--- src/rtl/fpwm_pkg.sv ---
`timescale 1ns/100ps
package fpwm_pkg;

  // Strobes issued each cycle by the control to the datapath
  typedef struct packed {
    logic clrCount;    // return the counter to zero (wrap)
    logic incCount;    // advance the counter by one
    logic loadShadow;  // capture the written threshold
    logic loadActive;  // refresh the active threshold
    logic useDirect;   // take the active threshold from the write port
    logic wrapMark;    // register the boundary strobe
  } pwmStrobes_t;

endpackage

--- src/rtl/fpwm_ctrl.sv ---
`timescale 1ns/100ps
module fpwm_ctrl
  import fpwm_pkg::*;
#(
  parameter int WIDTH = 8
) (
  input  logic             en,
  input  logic [WIDTH-1:0] countQ,
  input  logic [WIDTH-1:0] topVal,
  input  logic             cmpWr,
  output pwmStrobes_t      strobes
);

  logic atOrPastTop;
  logic wrapNow;

  // ">=" rather than "==" so that a lowered limit still wraps at once
  assign atOrPastTop = (countQ >= topVal);
  assign wrapNow     = en && atOrPastTop;

  always_comb begin
    strobes            = '0;
    strobes.clrCount   = wrapNow;
    strobes.incCount   = en && !atOrPastTop;
    strobes.loadShadow = cmpWr;
    strobes.loadActive = wrapNow;
    strobes.useDirect  = wrapNow && cmpWr;
    strobes.wrapMark   = wrapNow;
  end

endmodule

--- src/rtl/fpwm_level.sv ---
`timescale 1ns/100ps
module fpwm_level #(
  parameter int WIDTH = 8
) (
  input  logic [WIDTH-1:0] countQ,
  input  logic [WIDTH-1:0] activeCmp,
  input  logic [WIDTH-1:0] topVal,
  output logic             level
);

  logic cmpZero;
  logic cmpFull;
  logic inWindow;

  assign cmpZero  = (activeCmp == '0);
  assign cmpFull  = (activeCmp >= topVal);
  assign inWindow = (countQ <= activeCmp);

  // Zero forces low; full scale forces high; otherwise high up to the threshold
  assign level = !cmpZero && (cmpFull || inWindow);

endmodule

--- src/rtl/fpwm_datapath.sv ---
`timescale 1ns/100ps
module fpwm_datapath
  import fpwm_pkg::*;
#(
  parameter int WIDTH = 8
) (
  input  logic             clk,
  input  logic             rst,
  input  pwmStrobes_t      strobes,
  input  logic [WIDTH-1:0] cmpVal,
  input  logic [WIDTH-1:0] topVal,
  output logic [WIDTH-1:0] countQ,
  output logic [WIDTH-1:0] activeQ,
  output logic             wrapQ,
  output logic             pwmLevel
);

  localparam logic [WIDTH-1:0] STEP = WIDTH'(1);

  logic [WIDTH-1:0] shadowQ;

  always_ff @(posedge clk) begin
    if (rst) begin
      countQ  <= '0;
      shadowQ <= '0;
      activeQ <= '0;
      wrapQ   <= 1'b0;
    end else begin
      if (strobes.clrCount)      countQ <= '0;
      else if (strobes.incCount) countQ <= countQ + STEP;

      if (strobes.loadShadow) shadowQ <= cmpVal;

      if (strobes.loadActive) activeQ <= strobes.useDirect ? cmpVal : shadowQ;

      wrapQ <= strobes.wrapMark;
    end
  end

  fpwm_level #(.WIDTH(WIDTH)) level_i (
    .countQ   (countQ),
    .activeCmp(activeQ),
    .topVal   (topVal),
    .level    (pwmLevel)
  );

endmodule

--- src/rtl/fast_pwm_clamp.sv ---
`timescale 1ns/100ps
module fast_pwm_clamp
  import fpwm_pkg::*;
#(
  parameter int WIDTH = 8
) (
  input  logic             clk,
  input  logic             rst,
  input  logic             en,
  input  logic [WIDTH-1:0] topVal,
  input  logic [WIDTH-1:0] cmpVal,
  input  logic             cmpWr,
  output logic             pwmOut,
  output logic [WIDTH-1:0] count,
  output logic             wrapPulse
);

  pwmStrobes_t      strobes;
  logic [WIDTH-1:0] countQ;
  logic [WIDTH-1:0] activeCmp;

  fpwm_ctrl #(.WIDTH(WIDTH)) ctrl_i (
    .en     (en),
    .countQ (countQ),
    .topVal (topVal),
    .cmpWr  (cmpWr),
    .strobes(strobes)
  );

  fpwm_datapath #(.WIDTH(WIDTH)) dp_i (
    .clk     (clk),
    .rst     (rst),
    .strobes (strobes),
    .cmpVal  (cmpVal),
    .topVal  (topVal),
    .countQ  (countQ),
    .activeQ (activeCmp),
    .wrapQ   (wrapPulse),
    .pwmLevel(pwmOut)
  );

  assign count = countQ;

endmodule

--- config.mk ---
export PLATFORM = sky130hd
export DESIGN_NAME = fast_pwm_clamp
export DESIGN_NICKNAME = d
export VERILOG_FILES = /design/src/rtl/fpwm_pkg.sv /design/src/rtl/fpwm_ctrl.sv /design/src/rtl/fpwm_level.sv /design/src/rtl/fpwm_datapath.sv /design/src/rtl/fast_pwm_clamp.sv
export SDC_FILE = /design/constraint.sdc
export NUM_CORES = 1
export LEC_CHECK = 0
export BUFFER_PORTS_ARGS = -buffer_cell sky130_fd_sc_hd__buf_4
export CAP_MARGIN = 40
export CORE_ASPECT_RATIO = 1.4
export CORE_MARGIN = 1.5
export CORE_UTILIZATION = 35
export CTS_BUF_LIST = sky130_fd_sc_hd__clkbuf_4
export DETAILED_ROUTE_END_ITERATION = 10
export GPL_ROUTABILITY_DRIVEN = 0
export GPL_TIMING_DRIVEN = 0
export SYNTH_ARGS = -nofsm -noshare
export SYNTH_HDL_FRONTEND = slang
export SYNTH_HIERARCHICAL = 1
export SYNTH_SLANG_ARGS = --single-unit
--- constraint.sdc ---
create_clock -name clk -period 6.22 [get_ports clk]
set_clock_uncertainty 0.1 [all_clocks]
set_input_delay 1.244 -clock clk [delete_from_list [all_inputs] [get_ports clk]]
set_output_delay 1.244 -clock clk [all_outputs]
set_load 0.01 [all_outputs]
# Yosys cells after proc, flatten, opt, wreduce, memory -nomap -nowiden
# Cells that the tools add are included.
# W data, S select, Z words.
[totals]
register_bits = 25
inputBits = 20
[op_classes]
n_addsub = 1
magnitude_cmp = 3
mux = 1
n_reduce_logical = 9
[ops]
columns = ["operator", "n"]
rows = [
  ["$ge A8 B8 Y1", 2],
  ["$add A8 B1 Y8 const B", 1],
  ["$le A8 B8 Y1", 1],
  ["$logic_not A8 Y1", 1],
  ["$mux W8", 1],
  ["$logic_and A1 B1 Y1", 4],
  ["$logic_not A1 Y1", 2],
  ["$reduce_or A2 Y1", 1],
  ["$logic_or A1 B1 Y1", 1],
]

# Depth between registers and ports, before layout
[logic_depth]
depth_word = 4
depth_mapped = 11

# By module
# Netlist, hierarchy kept.
[by_module_without_submodules]
columns = ["mod", "instances", "cells_per_inst", "area_each_um2"]
rows = [
  ["fpwm_datapath", 1, 102, 999.7],
  ["fpwm_level", 1, 56, 430.4],
  ["fpwm_ctrl", 1, 35, 256.5],
]

# Worst setup path before layout
# Ideal clock, no wire load.
[synth_path]
kind = "input-to-output"
startpoint = "input port topVal[6]"
endpoint = "output port pwmOut"
t_arrival_ps = 2213
required_ps = 4876
path_slack_ps = 2663
cell_stages = 7
n_path_buf = 0
path_cell_list = "inv_1 > ha_1 > a21oi_1 > nand2_1 > a211oi_1 > o21ai_1 > a2bb2oi_2"
[synth_between]
elab_chain_len = 3
[synth_lines]
columns = ["element", "line_no", "source"]
rows = [
  ["start: declaration", "fast_pwm_clamp.sv:10", "input logic [WIDTH-1:0] topVal,"],
  ["$ge A8 B8 Y1", "fpwm_level.sv:16", "assign cmpFull = (activeCmp >= topVal);"],
  ["$logic_or A1 B1 Y1", "fpwm_level.sv:20", "assign level = !cmpZero && (cmpFull || inWindow);"],
  ["$logic_and A1 B1 Y1", "fpwm_level.sv:20", ""],
  ["end: declaration", "fast_pwm_clamp.sv:13", "output logic pwmOut,"],
]
# Every way passes these cells.

# Worst setup path in the final report
[layout_path]
startpoint = "input port topVal[0]"
endpoint = "output port pwmOut"
# Same word-level chain as after synthesis.

==> results.yml <==
floorplanning:
  die_area_um2: 5250
  rows: 29
  die_h_um: 85.1
  initial_core_util_pct: 36.9
  coreArea_um2: 4570
  dieWidth_um: 61.7
  ios: 30
synthesis:
  synth_cell_types: 33
  yosys_warnings: 6
  synth_nets: 238
  syn_avg_cell_area_um2: 8.74
  synth-seq-cells: 25
  syn_area_um2: 1690
  synth.yosys.seq_area_share_pct: 29.7
  synth_cells: 193
detailed_routing:
  ant_nets: 0
  wl_per_cell_um: 11.4
  vias: 1381
  dr.pass1.iters: 4
  vias_per_cell: 4.81
  drt_iter0_drc: 84
  wl_um: 3270
  drc: 0
clock_network:
  cts_root_buf: "clkbuf_4"
  clk_latency_ps: 320
  ctsHoldBuffers: 0
  cts_buffers: 3
  cts_buffer_depth: 2
  clock_sinks: 25
  cts_tree: "yes"
  cts_resized: 0
  cts_setup_buffers: 0
  h-tree-depth: 1
  clk_pin_slew_ps: 140
power:
  vdd_drop_max_uv: 67.6
  power_density_nw_per_um2: 152
  p_leak_nw: 0.932
finish:
  multi_input_area_um2: 1020
  final_nets: 271
  num-fill-cells: 497
  syn2layout_area_growth_pct: 18.8
  drive_gt1_share_pct: 23.1
  seq_area_um2: 500
  diodes: 0
hold_path:
  min_from: "dp_i/shadowQ[7]"
  hold_class: "register to register"
sta:
  maxSlewViolCount: 0
  rsz0062_at_grt: "false"
  finalSetupViolCount: 0
  setup_slack_ps: 2370
  period_minus_slack_ps: 3850
  worst_pin_slew_ps: 456
  max-slew-margin-rel_pct: 69.6
  tns_ps: 0
  fmax_mhz: 259
  hold_viol: 0
  finalCritPeriodShare_pct: 62.0
global_route:
  grt_pass1_wl_um: 5640
  grt_usage_pct: 13.9
  grt_max_degree: 14
  grt-ovfl-total: 0
  antenna_found_initial: 0
  first_global_vias: 1271
critical_path:
  end_kind: "output port"
  critPathKind: "primary input to output port"
  startpoint: "topVal[0]"
  crit_required_ps: 4880
  reg2reg_from: "dp_i/countQ[0]"
  cp.arrival_ps: 2510
  critPathLaunchType: "primary input"
  path_max_fanout: 2
placement:
  port_buffers: 28
  pre_cts_slack_ps: 2340
  dp_hpwl_um: 2720
flow_run:
  drv_cap: 0
status:
  status: "complete, no violations"
==> stage by stage <==
| stage | instances | area (µm²) | utilization (%) | hold WS (ps) | total power [mW] |
|---|---|---|---|---|---|
| 4_1_cts | 287 | 2000 | 43.8 | 416 | 0.309 |
| 3_3_place_gp | 283 | 1970 | 43.2 | 372 | 0.228 |
| 2_1_floorplan | 193 | 1690 | - | 360 | 0.209 |
| 6_report | 287 | 2000 | 43.8 | 410 | 0.304 |
| 3_5_place_dp | 283 | 1970 | 43.2 | 382 | 0.229 |
| 5_1_grt | 287 | 2000 | 43.8 | 434 | 0.323 |
==> worst max-delay path, cell delays in order <==
cell,delay (ps)
buf_4,120
ha_1,280
nor3b_1,190
o21bai_1,110
a21oi_1,190
o21ai_1,90
a2bb2oi_2,140
buf_4,150
==> final timing paths <==
| check | end | slack [ps] | cells past startpoint |
|---|---|---|---|
| worst max register to register | dp_i/countQ[7] | 3570 | 10 |
| worst max-delay path | pwmOut | 2370 | 8 |
| worst min-delay path | dp_i/shadowQ[7] | 410 | 2 |
| worst min register to register | dp_i/shadowQ[7] | 410 | 2 |
==> synthesized netlist by cell type <==
master     instances  area share [%]
a2111o_1           1            0.67
nand2_2            1            0.37
o21ai_0            4             1.2
buf_4              5             2.2
a21oi_2            3             1.6
nand4_1            6             2.2
nand2_1            5             1.1
nor2b_4            1            0.82
nand4_2            1            0.74
or2_2              1            0.37
nor2_1            23             5.1
xnor2_1            1            0.52
ha_1              25              19
a211oi_1           9             4.0
a211oi_2           1            0.74
a21oi_1            9             2.7
o21ai_1            3            0.89
and2_1             1            0.37
mux2i_1           17              10
nor3b_1            1            0.45
a2bb2oi_2          1            0.89
o211ai_2           1            0.74
nand3_1            4             1.2
o21bai_1           1            0.45
or3_1              3             1.1
clkbuf_1           3            0.67
dfxtp_1           25              30
nor2b_1            2            0.74
nor4_1             2            0.74
buf_2              4             1.2
xor2_1             3             1.6
inv_1             25             5.6
nand2b_4           1            0.82
==> power by group <==
group / internal [mW] / switching [mW]
clock network: 0.0295 / 0.0501
registers: 0.165 / 0.00438
logic: 0.0307 / 0.0243
total: 0.225 / 0.0788
==> cells in the final DEF, fill, tap and decap left out, drive strengths merged <==
cell type  netlist  routed
a2111o           1       1
a211oi          10      10
a21oi           12      12
a2bb2oi          1       1
and2             1       1
buf              9      37
clkbuf           3       7
dfxtp           25      25
ha              25      25
inv             25      25
mux2i           17      17
nand2            6       6
nand2b           1       1
nand3            4       4
nand4            7       7
nor2            23      23
nor2b            3       3
nor3b            1       1
nor4             2       2
o211ai           1       1
o21ai            7       7
o21bai           1       1
or2              1       1
or3              3       3
xnor2            1       1
xor2             3       3
==> layer usage <==
metal / share of wire (%) / global-route usage, % / routed length [µm] / vias up
li1: - / - / - / 729
met1: 42 / 16.7 / 1370 / 622
met2: 54 / 24.5 / 1760 / 25
met3: 2.4 / 1.83 / 80 / 5
met4: 1.7 / 4.64 / 55 / 0
met5: 0 / 0 / 0 / -
==> kinds of logic (layout without fill, tap and decap cells) <==
family / Yosys count / after routing / share of synthesized area (%)
adder cells (fa/ha/maj): 25 / 25 / 18.5
AND/OR/NAND/NOR: 52 / 52 / 16.2
AO/OA/AOI/OAI: 33 / 33 / 13.8
XOR/XNOR: 4 / 4 / 2.08
flip-flops: 25 / 25 / 29.7
buffers and inverters: 37 / 69 / 9.64
multiplexers: 17 / 17 / 10.1
==> state kept, by name (all words and copies together), names as in the netlist <==
signal and cells:
dp_i/activeQ 8, dp_i/shadowQ 8, dp_i/wrapQ 1, dp_i/countQ 8
==> area by class of cell <==
cell class	instances	area share, %
Buffer	12	3.43
Clock buffer	4	1.50
Inverter	25	4.68
Multi-Input combinational cell	131	51.1
Sequential cell	25	25.0
Tap cell	62	3.87
Timing Repair Buffer	28	10.5
(Power assumes the default switching activity.)
